[config.mk]
export PLATFORM = sky130hd
export DESIGN_NAME = bootmap_decoder
export DESIGN_NICKNAME = d
export VERILOG_FILES = /design/src/rtl/bootmap_pkg.sv /design/src/rtl/bootmap_region.sv /design/src/rtl/bootmap_page.sv /design/src/rtl/bootmap_route.sv /design/src/rtl/bootmap_decoder.sv
export SDC_FILE = /design/constraint.sdc
export NUM_CORES = 1
export LEC_CHECK = 0
export ABC_AREA = 1
export BUFFER_PORTS_ARGS = -buffer_cell sky130_fd_sc_hd__buf_4
export CAP_MARGIN = 25
export CORE_MARGIN = 2
export CORE_UTILIZATION = 43
export CTS_BUF_LIST = sky130_fd_sc_hd__clkbuf_4 sky130_fd_sc_hd__clkbuf_8
export CTS_CLUSTER_DIAMETER = 40
export DETAILED_ROUTE_END_ITERATION = 12
export PLACE_DENSITY = 0.89
export SLEW_MARGIN = 20
export SYNTH_ARGS = -nofsm -noshare
export SYNTH_HDL_FRONTEND = slang
export SYNTH_SLANG_ARGS = --single-unit
[constraint.sdc]
create_clock -name clk -period 4.9 [get_ports clk]
set_input_delay 0.98 -clock clk [delete_from_list [all_inputs] [get_ports clk]]
set_output_delay 0.98 -clock clk [all_outputs]
set_load 0.02 [all_outputs]
[src/rtl/bootmap_pkg.sv]
package bootmap_pkg;

    typedef enum logic [3:0] {
        RG_LOWROM,
        RG_HIROM,
        RG_RAMLO,
        RG_HOSTIO,
        RG_CTL_OUT,
        RG_CTL_IN,
        RG_CARDIO,
        RG_RAMHI,
        RG_EPWIN,
        RG_NONE
    } region_e;

    typedef enum logic [2:0] {
        TGT_NONE,
        TGT_RAM,
        TGT_OSROM,
        TGT_EPROM,
        TGT_SLOT,
        TGT_EXTIO
    } target_e;

    localparam int NUM_TGT = 6;

    typedef struct packed {
        target_e tgt;
        logic    wr_block;
        logic    unmapped;
    } route_t;

    localparam logic [31:0] LOWROM_LO = 32'h0000_0000;
    localparam logic [31:0] LOWROM_HI = 32'h0000_BFFF;
    localparam logic [31:0] HIROM_LO  = 32'h0000_C000;
    localparam logic [31:0] HIROM_HI  = 32'h0000_FFFF;
    localparam logic [31:0] RAMLO_LO  = 32'h0001_0000;
    localparam logic [31:0] RAMLO_HI  = 32'h0001_7FFF;
    localparam logic [31:0] HOSTIO_LO = 32'h0001_8000;
    localparam logic [31:0] HOSTIO_HI = 32'h0001_BFFF;
    localparam logic [31:0] CARDIO_LO = 32'h0001_C000;
    localparam logic [31:0] CARDIO_HI = 32'h0001_C1FF;
    localparam logic [31:0] RAMHI_LO  = 32'h0001_C200;
    localparam logic [31:0] RAMHI_HI  = 32'h0001_FFFF;
    localparam logic [31:0] EPWIN_LO  = 32'h0004_0000;
    localparam logic [31:0] EPWIN_HI  = 32'h0004_FFFF;
    localparam logic [31:0] CTL_OUT_A = 32'h0001_C060;
    localparam logic [31:0] CTL_IN_A  = 32'h0001_C064;

    function automatic logic in_span(input logic [31:0] a,
                                     input logic [31:0] lo,
                                     input logic [31:0] hi);
        return (a >= lo) && (a <= hi);
    endfunction

endpackage

[src/rtl/bootmap_region.sv]
module bootmap_region
    import bootmap_pkg::*;
#(
    parameter int ADDR_W = 24
) (
    input  logic [ADDR_W-1:0] addr,
    output region_e           region
);
    logic [31:0] a;
    assign a = 32'(addr);

    always_comb begin
        region = RG_NONE;
        if (in_span(a, LOWROM_LO, LOWROM_HI))      region = RG_LOWROM;
        else if (in_span(a, HIROM_LO, HIROM_HI))   region = RG_HIROM;
        else if (in_span(a, RAMLO_LO, RAMLO_HI))   region = RG_RAMLO;
        else if (in_span(a, HOSTIO_LO, HOSTIO_HI)) region = RG_HOSTIO;
        else if (a == CTL_OUT_A)                   region = RG_CTL_OUT;
        else if (a == CTL_IN_A)                    region = RG_CTL_IN;
        else if (in_span(a, CARDIO_LO, CARDIO_HI)) region = RG_CARDIO;
        else if (in_span(a, RAMHI_LO, RAMHI_HI))   region = RG_RAMHI;
        else if (in_span(a, EPWIN_LO, EPWIN_HI))   region = RG_EPWIN;
    end
endmodule

[src/rtl/bootmap_page.sv]
module bootmap_page (
    input  logic clk,
    input  logic rst,
    input  logic go_in,
    input  logic go_out,
    output logic paged_in
);
    always_ff @(posedge clk) begin
        if (rst)         paged_in <= 1'b1;
        else if (go_out) paged_in <= 1'b0;
        else if (go_in)  paged_in <= 1'b1;
    end
endmodule

[src/rtl/bootmap_route.sv]
module bootmap_route
    import bootmap_pkg::*;
(
    input  logic    valid,
    input  logic    write,
    input  region_e region,
    input  logic    paged_in,
    output route_t  route
);
    always_comb begin
        route = '{tgt: TGT_NONE, wr_block: 1'b0, unmapped: 1'b0};
        if (valid) begin
            unique case (region)
                RG_LOWROM: begin
                    if (paged_in)   route.tgt = write ? TGT_RAM : TGT_OSROM;
                    else if (write) route.wr_block = 1'b1;
                    else            route.tgt = TGT_RAM;
                end
                RG_HIROM: begin
                    if (write)         route.wr_block = 1'b1;
                    else if (paged_in) route.tgt = TGT_EPROM;
                    else               route.tgt = TGT_SLOT;
                end
                RG_RAMLO, RG_RAMHI: route.tgt = TGT_RAM;
                RG_HOSTIO:          route.tgt = TGT_EXTIO;
                RG_CTL_OUT, RG_CTL_IN: ;
                RG_EPWIN: begin
                    if (!paged_in)  route.unmapped = 1'b1;
                    else if (write) route.wr_block = 1'b1;
                    else            route.tgt = TGT_EPROM;
                end
                default: route.unmapped = 1'b1;
            endcase
        end
    end
endmodule

[src/rtl/bootmap_decoder.sv]
module bootmap_decoder
    import bootmap_pkg::*;
#(
    parameter int ADDR_W   = 24,
    parameter int EPROM_AW = 16
) (
    input  logic                clk,
    input  logic                rst,
    input  logic                acc_valid,
    input  logic                acc_write,
    input  logic [ADDR_W-1:0]   acc_addr,
    output logic                sel_ram,
    output logic                sel_osrom,
    output logic                sel_eprom,
    output logic                sel_slot,
    output logic                sel_extio,
    output logic                wr_block,
    output logic                unmapped,
    output logic [EPROM_AW-1:0] eprom_addr,
    output logic                paged_in
);
    localparam int NSEL = NUM_TGT - 1;

    region_e           region;
    route_t            route;
    logic              strobe_wr;
    logic [NSEL-1:0]   sel_vec;

    bootmap_region #(.ADDR_W(ADDR_W)) u_region (
        .addr   (acc_addr),
        .region (region)
    );

    assign strobe_wr = acc_valid && acc_write;

    bootmap_page u_page (
        .clk      (clk),
        .rst      (rst),
        .go_in    (strobe_wr && (region == RG_CTL_IN)),
        .go_out   (strobe_wr && (region == RG_CTL_OUT)),
        .paged_in (paged_in)
    );

    bootmap_route u_route (
        .valid    (acc_valid),
        .write    (acc_write),
        .region   (region),
        .paged_in (paged_in),
        .route    (route)
    );

    for (genvar i = 1; i < NUM_TGT; i++) begin : g_sel
        assign sel_vec[i-1] = (route.tgt == target_e'(i));
    end

    assign sel_ram    = sel_vec[int'(TGT_RAM)   - 1];
    assign sel_osrom  = sel_vec[int'(TGT_OSROM) - 1];
    assign sel_eprom  = sel_vec[int'(TGT_EPROM) - 1];
    assign sel_slot   = sel_vec[int'(TGT_SLOT)  - 1];
    assign sel_extio  = sel_vec[int'(TGT_EXTIO) - 1];
    assign wr_block   = route.wr_block;
    assign unmapped   = route.unmapped;
    assign eprom_addr = sel_eprom ? acc_addr[EPROM_AW-1:0] : '0;
endmodule

==> out/qor.csv, run 1 <==
stage,metric,value,unit
worst_setup_path,Critical Path Max Stage Delay,0.23,ns
routing,post-route DRC violation count,0,
routing,First-pass DRT Iterations,5,
worst_setup_path,crit path DAT,2.51,ns
final_layout,design area,1040,µm²
worst_setup_path,buffer and inverter count on the worst path,3,
pwr,Switch Pwr,0.0000187,W
worst_setup_path,"critical path fanouts, max",17,
synthesis,Synth Warn #,0,
synthesis,sequential area share after synthesis,3.07,%
routing,number of DRC markers in iteration 0,15,
routing,Routed wire per std cell,9.84,µm
worst_setup_path,Crit. End Element,output port,
worst_setup_path,Crit path max-delay family,simple AND/OR/NAND/NOR gates,
sta,Final min period,3.49,ns
placement,routability-driven placement congestion ratio,0.831,
cts,post-CTS resize count,0,
sta,Least-Margin Pin Slew,0.265,ns
final_layout,Layout area overhead,59.3,%
sta,Rel. slew slack,82.3,%
status,run status,completed,
hold_path,Hold Path Depth,2,
synthesis,post-synth top area share,16.1,%
hold_path,hold wc startpoint,u_page.paged_in$_SDFFE_PP1P_,
floorplan,core area,1450,µm²
synthesis,Avg Inst Size Synth,5.34,µm²
sta,Fin. Hold Viols,0,
floorplan,die span in x,42.9,µm
flow_run,max-cap check violation count,0,
cts,"Hold-fix buffers, CTS",0,
final_layout,Top reg by flops,u_page.paged_in,
routing,Antenna Nets Post-Route,0,
cts,worst skew pair latency,0,ns
hold_path,Worst Hold End,u_page.paged_in$_SDFFE_PP1P_,
worst_setup_path,critical-path cell list,buf_4 > nor2_2 > nand2_2 > nor2_2 > nand4_1 > clkinv_1 > nor2_1 > nand2_1 > nand3_4 > nor2_1 > buf_4,
sta,final setup violation count,0,
grt,vias in the first global route,818,
placement,pre-CTS setup slack,1.41,ns
placement,DP Area,1040,µm²
synthesis,Synth cell types,22,
pwr,Clk network pwr share,0,%
synthesis,synth top area cells,"inv_1 (16%), nor2_1 (14%), nor2_2 (12%)",
floorplan,Die H,42.9,µm
final_layout,layout cells sized above 1,42.7,%
floorplan,Initial Util,44.8,%
floorplan,row cnt,14,
routing,drt total wl,1840,µm
worst_setup_path,FF-to-FF path depth,2,
worst_setup_path,Slowest cell on crit path,nand3_4,
final_layout,max reg flops,1,
sta,RSZ-0062 raised after global routing,no,
sta,Final period util,71.2,%
routing,DR vias/cell,4.81,
pwr,VDD IR max,39.4,µV
synthesis,post-synthesis register bit count,1,
sta,Max Slew Vio Count,0,
synthesis,top cell type by total area after synthesis,inv_1,
pwr,Logic pwr share,82.0,%
placement,Detail Placement HPWL,1660,µm
pwr,sequential share of power,18.0,%
hold_path,Worst Hold Class,register to register,
sta,Setup TNS Final,0,ns
sta,max frequency,287,MHz
grt,GRT Total Usage,20.2,%
worst_setup_path,WP data required,3.92,ns
grt,antenna violations before repair,0,
pwr,Switching Fraction,40.6,%
routing,vias after detailed routing,900,
pwr,PwrDens,44.4,nW/µm²
worst_setup_path,R2R setup slack,4.14,ns
worst_setup_path,Crit Path Class,input pin to output port,
floorplan,I/O pin count,52,
floorplan,die area,1840,µm²
final_layout,diodes inserted,0,
synthesis,Post-Syn Area,652,µm²
worst_setup_path,end of the worst register-to-register path,u_page.paged_in$_SDFFE_PP1P_,
pwr,Int Pwr,0.0000274,W
cts,setup bufs post-CTS,0,
sta,Setup Skew,0,ns
grt,grt total ovfl,0,
grt,largest net degree at the start of global routing,18,
placement,port buffer count,51,
synthesis,syn_nets,154,
sta,setup ws final,1.41,ns
pwr,Static Leakage,0.642,nW
final_layout,Regs by FF count,u_page.paged_in x1,
cts,CTS clock-pin slew for the worst setup and hold paths,0,ns
sta,WHS,0.635,ns
synthesis,cells after synthesis,122,
worst_setup_path,Startpoint Class,input pin,
worst_setup_path,Reg-to-Reg Start,u_page.paged_in$_SDFFE_PP1P_,
grt,first-pass GRT wire length,3110,µm
final_layout,nets@finish,205,
-- area by class of cell --
cell class                      instances  area (µm²)
Sequential cell                         1        20.0
Fill cell                             133         415
Timing Repair Buffer                   51         383
Tap cell                               16        20.0
Multi-Input combinational cell         89         503
Inverter                               30         113
-- kinds of logic (layout without fill, tap and decap cells) --
| kind of cell | after synthesis | in the layout | synth area share [%] |
|---|---|---|---|
| compound gates | 7 | 7 | 6.14 |
| buf+inv | 32 | 81 | 19.8 |
| simple gates | 78 | 78 | 63.3 |
| fa+ha+maj | 4 | 4 | 7.68 |
| flops | 1 | 1 | 3.07 |
-- power groups by stage --
| stage | registers (W) | logic, W | clock network, W |
|---|---|---|---|
| after detailed placement | 0.00000831 | 0.0000378 | 0 |
| after global placement | 0.00000831 | 0.0000361 | 0 |
| after floorplan | 0.00000831 | 0.0000156 | 0 |
| after CTS | 0.00000831 | 0.0000380 | 0 |
| final | 0.00000831 | 0.0000378 | 0 |
| after global routing | 0.00000831 | 0.0000421 | 0 |
-- worst min-delay path, cell delays in order (launching register included) --
cell	delay (ns)
dfxtp_1	0.32
inv_1	0.12
o211ai_1	0.12
-- layer usage --
metal  up-vias  global-route usage [%]  part of all wire (%)
li1        469                       -                     -
met1       385                    21.6                    35
met2        44                    42.1                    54
met3         2                    2.98                   9.9
met4         0                    1.21                  0.71
met5         -                       0                     0
-- metrics by stage --
step	util, %	cells	total power [W]
6_report	71.4	187	0.0000461
2_1_floorplan	-	122	0.0000240
5_1_grt	71.4	187	0.0000504
4_1_cts	71.4	187	0.0000463
3_5_place_dp	71.4	187	0.0000461
3_3_place_gp	71.4	187	0.0000444
-- placed cells by master (no fill, tap or decap) --
master and instances:
nand3_2 1, inv_2 1, o211ai_1 1, inv_1 28
nand2_1 18, a21boi_0 1, clkinv_1 1, nor2_2 12
nand3_4 2, nand3_1 8, ha_1 4, nand2_2 2
dfxtp_1 1, or2_2 1, o21ai_0 2, nor2_4 3
nand4_1 6, nor2_1 24, buf_4 51, a21oi_1 3
nor3_1 1
-- cells in the mapped netlist --
| master | n |
|---|---|
| inv_1 | 28 |
| nor2_1 | 24 |
| nand2_1 | 18 |
| nor2_2 | 12 |
| nand3_1 | 8 |
| nand4_1 | 6 |
| ha_1 | 4 |
| a21oi_1 | 3 |
| nor2_4 | 3 |
| nand2_2 | 2 |
| nand3_4 | 2 |
| o21ai_0 | 2 |
| a21boi_0 | 1 |
| buf_2 | 1 |
| buf_6 | 1 |
| clkinv_1 | 1 |
| dfxtp_1 | 1 |
| inv_2 | 1 |
| nand3_2 | 1 |
| nor3_1 | 1 |
| o211ai_1 | 1 |
| or2_2 | 1 |
-- how the worst max path moves through the flow --
stage          cells after the start  slack [ns]          from              to
6_report                          11        1.41  acc_addr[22]   eprom_addr[5]
5_1_grt                           11        1.22  acc_addr[22]   eprom_addr[8]
4_1_cts                           11        1.41  acc_addr[22]   eprom_addr[5]
3_5_place_dp                      11        1.41  acc_addr[22]   eprom_addr[5]
3_3_place_gp                      11        1.50  acc_addr[22]  eprom_addr[15]
2_1_floorplan                      8        1.68  acc_addr[22]       sel_osrom
Note: power is estimated with default switching activity, not from simulation.
==> run 2: changes to the inputs <==
--- a/config.mk
+++ b/config.mk
@@ -9,11 +9,11 @@
 export BUFFER_PORTS_ARGS = -buffer_cell sky130_fd_sc_hd__buf_4
 export CAP_MARGIN = 25
 export CORE_MARGIN = 2
-export CORE_UTILIZATION = 43
+export CORE_UTILIZATION = 40
 export CTS_BUF_LIST = sky130_fd_sc_hd__clkbuf_4 sky130_fd_sc_hd__clkbuf_8
 export CTS_CLUSTER_DIAMETER = 40
 export DETAILED_ROUTE_END_ITERATION = 12
-export PLACE_DENSITY = 0.89
+export PLACE_DENSITY = 0.84
 export SLEW_MARGIN = 20
 export SYNTH_ARGS = -nofsm -noshare
 export SYNTH_HDL_FRONTEND = slang
==> constraint.sdc (replaced) <==
create_clock -name clk -period 3.6 [get_ports clk]
set_input_delay 0.72 -clock clk [delete_from_list [all_inputs] [get_ports clk]]
set_output_delay 0.72 -clock clk [all_outputs]
set_load 0.02 [all_outputs]
==> out/qor.csv, run 2 (synthesized netlist as in run 1, its figures left out) <==
stage,metric,value,unit
sta,setup ws final,0.662,ns
floorplan,die span in x,44.4,µm
floorplan,row cnt,14,
grt,first-pass GRT wire length,2990,µm
grt,vias in the first global route,781,
routing,post-route DRC violation count,0,
final_layout,Layout area overhead,59.3,%
worst_setup_path,CP Depth,11,
floorplan,I/O pin count,52,
placement,pre-CTS setup slack,0.669,ns
worst_setup_path,Crit path max-delay family,simple AND/OR/NAND/NOR gates,
worst_setup_path,critical-path cell list,buf_4 > nor2_2 > nand2_2 > nor2_2 > nand4_1 > clkinv_1 > nor2_1 > nand2_1 > nand3_4 > nor2_1 > buf_4,
pwr,Power Total,0.0000619,W
worst_setup_path,Startpoint Class,input pin,
routing,Routed wire per std cell,9.36,µm
final_layout,max reg flops,1,
placement,Detail Placement HPWL,1580,µm
floorplan,core area,1520,µm²
grt,antenna violations before repair,0,
final_layout,nets@finish,205,
routing,number of DRC markers in iteration 0,18,
worst_setup_path,crit path DAT,2.22,ns
worst_setup_path,FF-to-FF path depth,2,
worst_setup_path,WP data required,2.88,ns
sta,Max Slew Vio Count,0,
status,run status,completed,
worst_setup_path,"critical path fanouts, max",17,
worst_setup_path,Crit Path Class,input pin to output port,
routing,DR vias/cell,4.62,
cts,setup bufs post-CTS,0,
floorplan,Die H,44.4,µm
worst_setup_path,Critical Path Max Stage Delay,0.23,ns
pwr,PwrDens,59.6,nW/µm²
grt,largest net degree at the start of global routing,18,
worst_setup_path,Slowest cell on crit path,nand3_4,
pwr,VDD IR max,69.9,µV
worst_setup_path,buffer and inverter count on the worst path,3,
sta,Setup Skew,0,ns
grt,grt total ovfl,0,
routing,First-pass DRT Iterations,5,
sta,Setup TNS Final,0,ns
sta,RSZ-0062 raised after global routing,no,
grt,GRT Total Usage,18.7,%
final_layout,diodes inserted,0,
sta,Least-Margin Pin Slew,0.269,ns
floorplan,Initial Util,42.8,%
sta,max frequency,340,MHz
placement,port buffer count,51,
sta,Final period util,81.6,%
routing,Antenna Nets Post-Route,0,
pwr,Static Leakage,0.642,nW
routing,drt total wl,1750,µm
cts,worst skew pair latency,0,ns
final_layout,most frequent cells in the layout,"buf_4 (51), inv_1 (28), nor2_1 (24)",
final_layout,Regs by FF count,u_page.paged_in x1,
cts,"Hold-fix buffers, CTS",0,
flow_run,max-cap check violation count,0,
final_layout,layout cells sized above 1,42.7,%
final_layout,Top reg by flops,u_page.paged_in,
floorplan,die area,1970,µm²
cts,post-CTS resize count,0,
sta,Rel. slew slack,82.1,%
sta,Final min period,2.94,ns
final_layout,"commonest non-fill, non-tap cell in the layout",buf_4,
sta,Fin. Hold Viols,0,
hold_path,Hold Path Depth,2,
placement,routability-driven placement congestion ratio,0.794,
sta,final setup violation count,0,
worst_setup_path,Crit. End Element,output port,
hold_path,Worst Hold Class,register to register,
routing,vias after detailed routing,864,
cts,CTS clock-pin slew for the worst setup and hold paths,0,ns
-- run 2: cell counts in the layout (fill, tap and decap cells not counted) --
No cell type changed its count.
-- run 2: metal layers --
| layer | vias to the layer above | global-route usage [%] | part of all wire (%) |
|---|---|---|---|
| met4 | 0 | 1.82 | 0 |
| li1 | 467 | - | - |
| met3 | 0 | 0 | 4.4 |
| met2 | 22 | 34.7 | 53 |
| met1 | 375 | 24.9 | 42 |
| met5 | - | 0 | 0 |
-- run 2: power by group --
group	switching, W	leakage [nW]	total (W)	internal [W]
Clock	0	0	0	0
Sequential	0.000000000000465	0.00810	0.0000113	0.0000113
Combinational	0.0000247	0.634	0.0000506	0.0000259
Total	0.0000247	0.642	0.0000619	0.0000372
-- run 2: layout make-up --
cell class / count / area [µm²]
multi-input combinational: 89 / 503
tap: 16 / 20.0
sequential: 1 / 20.0
fill: 135 / 485
inverter: 30 / 113
timing repair buffer: 51 / 383
-- run 2: tightest hold or removal path, delay by kind of cell, from the launching register on --
| kind | cells | cell delay (ns) |
|---|---|---|
| buffers and inverters | 1 | 0.12 |
| AO/OA/AOI/OAI | 1 | 0.11 |
| flip-flops | 1 | 0.31 |
-- run 2: stage by stage --
stage	instance area (µm²)	util, %	cells	hold slack [ns]
floorplan	652	-	122	0.651
global placement	1040	68.1	187	0.590
detailed placement	1040	68.1	187	0.602
CTS	1040	68.1	187	0.609
global route	1040	68.1	187	0.669
finish	1040	68.1	187	0.614
-- run 2: final timing paths --
check	to	slack, ns	from
worst max-delay path	eprom_addr[5]	0.66	acc_addr[22]
worst min-delay path	u_page.paged_in$_SDFFE_PP1P_	0.61	u_page.paged_in$_SDFFE_PP1P_
worst max register to register	u_page.paged_in$_SDFFE_PP1P_	2.88	u_page.paged_in$_SDFFE_PP1P_
worst min register to register	u_page.paged_in$_SDFFE_PP1P_	0.61	u_page.paged_in$_SDFFE_PP1P_
==> run 3: changes to the inputs <==
--- a/config.mk
+++ b/config.mk
@@ -9,11 +9,11 @@
 export BUFFER_PORTS_ARGS = -buffer_cell sky130_fd_sc_hd__buf_4
 export CAP_MARGIN = 25
 export CORE_MARGIN = 2
-export CORE_UTILIZATION = 40
+export CORE_UTILIZATION = 36
 export CTS_BUF_LIST = sky130_fd_sc_hd__clkbuf_4 sky130_fd_sc_hd__clkbuf_8
 export CTS_CLUSTER_DIAMETER = 40
 export DETAILED_ROUTE_END_ITERATION = 12
-export PLACE_DENSITY = 0.84
+export PLACE_DENSITY = 0.8
 export SLEW_MARGIN = 20
 export SYNTH_ARGS = -nofsm -noshare
 export SYNTH_HDL_FRONTEND = slang
==> constraint.sdc (replaced) <==
create_clock -name clk -period 2.7 [get_ports clk]
set_input_delay 0.54 -clock clk [delete_from_list [all_inputs] [get_ports clk]]
set_output_delay 0.54 -clock clk [all_outputs]
set_load 0.02 [all_outputs]
==> out/qor.csv, run 3 (synthesized netlist as in run 1, its figures left out) <==
stage,metric,value,unit
final_layout,layout cells sized above 1,43.6,%
placement,routability-driven placement congestion ratio,0.816,
sta,Final min period,2.49,ns
sta,Fin. Hold Viols,0,
final_layout,Filler Cells Inserted,167,
sta,Final period util,92.3,%
worst_setup_path,CP Launch Point,acc_addr[22],
worst_setup_path,CP Depth,11,
placement,port buffer count,51,
placement,Detail Placement HPWL,1650,µm
grt,antenna violations before repair,0,
final_layout,max reg flops,1,
worst_setup_path,end of the worst register-to-register path,u_page.paged_in$_SDFFE_PP1P_,
final_layout,Layout area overhead,64.1,%
cts,worst skew pair latency,0,ns
grt,first-pass GRT wire length,2870,µm
hold_path,Worst Hold Class,register to register,
worst_setup_path,Crit path max-delay family,simple AND/OR/NAND/NOR gates,
floorplan,die span in x,46.6,µm
worst_setup_path,Critical Path Max Stage Delay,0.19,ns
floorplan,die area,2170,µm²
worst_setup_path,"critical path fanouts, max",9,
grt,met1 Usage GRT,18.7,%
grt,vias in the first global route,767,
grt,largest net degree at the start of global routing,18,
final_layout,"commonest non-fill, non-tap cell in the layout",buf_4,
grt,GRT Total Usage,17.2,%
pwr,Power Total,0.0000833,W
floorplan,Die H,46.6,µm
pwr,Static Leakage,0.641,nW
sta,Max Slew Vio Count,0,
routing,drt total wl,1860,µm
pwr,PwrDens,77.9,nW/µm²
final_layout,Regs by FF count,u_page.paged_in x1,
sta,Rel. slew slack,82.4,%
worst_setup_path,Startpoint Class,input pin,
sta,max frequency,401,MHz
floorplan,row cnt,15,
routing,post-route DRC violation count,0,
routing,Routed wire per std cell,9.43,µm
sta,final setup violation count,0,
routing,First-pass DRT Iterations,4,
worst_setup_path,Reg-to-Reg Start,u_page.paged_in$_SDFFE_PP1P_,
sta,Setup TNS Final,0,ns
routing,number of DRC markers in iteration 0,7,
floorplan,I/O pin count,52,
final_layout,Top reg by flops,u_page.paged_in,
final_layout,nets@finish,206,
worst_setup_path,crit path DAT,1.95,ns
floorplan,Initial Util,38.2,%
routing,Antenna Nets Post-Route,0,
final_layout,diodes inserted,0,
grt,Global Route met2 Usage,37.5,%
worst_setup_path,WP data required,2.16,ns
sta,Least-Margin Pin Slew,0.261,ns
worst_setup_path,R2R setup slack,1.99,ns
worst_setup_path,buffer and inverter count on the worst path,2,
routing,DR vias/cell,4.43,
worst_setup_path,Crit. End Element,output port,
sta,Setup Skew,0,ns
final_layout,final core utilization,62.6,%
status,run status,completed,
grt,GRT Max-Usage Layer,met2,
routing,vias after detailed routing,872,
sta,WHS,0.601,ns
sta,RSZ-0062 raised after global routing,no,
worst_setup_path,Critical Path Sink,eprom_addr[4],
grt,GR Util met3,0.392,%
worst_setup_path,Slowest cell on crit path,nor2_4,
pwr,VDD IR max,67.3,µV
worst_setup_path,critical-path cell list,buf_4 > nor2_2 > nand2_2 > nor2_4 > nand2_2 > nand3_2 > nand3_4 > nor2_4 > nand3_4 > nor2_1 > buf_4,
cts,setup bufs post-CTS,0,
worst_setup_path,Crit Path Class,input pin to output port,
grt,grt total ovfl,0,
flow_run,max-cap check violation count,0,
cts,"Hold-fix buffers, CTS",0,
worst_setup_path,FF-to-FF path depth,2,
cts,CTS clock-pin slew for the worst setup and hold paths,0,ns
floorplan,core area,1710,µm²
final_layout,most frequent cells in the layout,"buf_4 (51), inv_1 (28), nor2_1 (24)",
run 3: cell types whose count changed in the layout (fill, tap and decap cells not counted), sizes merged:
cell	before	now
nand3	11	12
run 3: layout make-up:
| type | instances | area (µm²) | share of cell area (%) |
|---|---|---|---|
| Sequential cell | 1 | 20.0 | 1.87 |
| Inverter | 30 | 113 | 10.5 |
| Tap cell | 25 | 31.3 | 2.92 |
| Timing Repair Buffer | 51 | 383 | 35.8 |
| Multi-Input combinational cell | 90 | 523 | 48.9 |
run 3: how the worst min path moves through the flow:
| stage | start | to | slack (ns) | depth (start not counted) |
|---|---|---|---|---|
| after global placement | u_page.paged_in$_SDFFE_PP1P_ | u_page.paged_in$_SDFFE_PP1P_ | 0.59 | 2 |
| after CTS | u_page.paged_in$_SDFFE_PP1P_ | u_page.paged_in$_SDFFE_PP1P_ | 0.61 | 2 |
| after floorplan | u_page.paged_in$_SDFFE_PP1P_ | u_page.paged_in$_SDFFE_PP1P_ | 0.65 | 2 |
| after global routing | u_page.paged_in$_SDFFE_PP1P_ | u_page.paged_in$_SDFFE_PP1P_ | 0.63 | 2 |
| after detailed placement | u_page.paged_in$_SDFFE_PP1P_ | u_page.paged_in$_SDFFE_PP1P_ | 0.61 | 2 |
| final | u_page.paged_in$_SDFFE_PP1P_ | u_page.paged_in$_SDFFE_PP1P_ | 0.60 | 2 |
run 3: where the power goes:
part            total, W  leakage, nW  internal (W)       switching, W
Combinational  0.0000682        0.633     0.0000345          0.0000337
Clock                  0            0             0                  0
Sequential     0.0000151      0.00810     0.0000151  0.000000000000607
Total          0.0000833        0.641     0.0000496          0.0000337
run 3: what timing repair did:
item / in CTS / in global routing
gates resized for setup: 0 / 2
hold endpoints to repair: 0 / 0
endpoints found under the setup margin: 0 / 16
run 3: layer usage:
layer | wire length [µm] | vias to the layer above
met4 | 0 | 0
met2 | 1030 | 23
met3 | 97 | 0
met5 | 0 | -
li1 | - | 473
met1 | 729 | 376
run 3: worst reg2reg max path: cells and delay by family, from the launching register on:
family                 cells  cell delay [ns]
buffers and inverters      1             0.10
flip-flops                 1             0.35
AO/OA/AOI/OAI              1             0.17
run 3: through the flow:
step	worst slack, ns	std cells	area [µm²]
CTS	0.105	196	1050
detailed placement	0.108	196	1050
floorplan	0.361	122	652
finish	0.207	197	1070
global route	0.0226	197	1070
global placement	0.155	196	1050
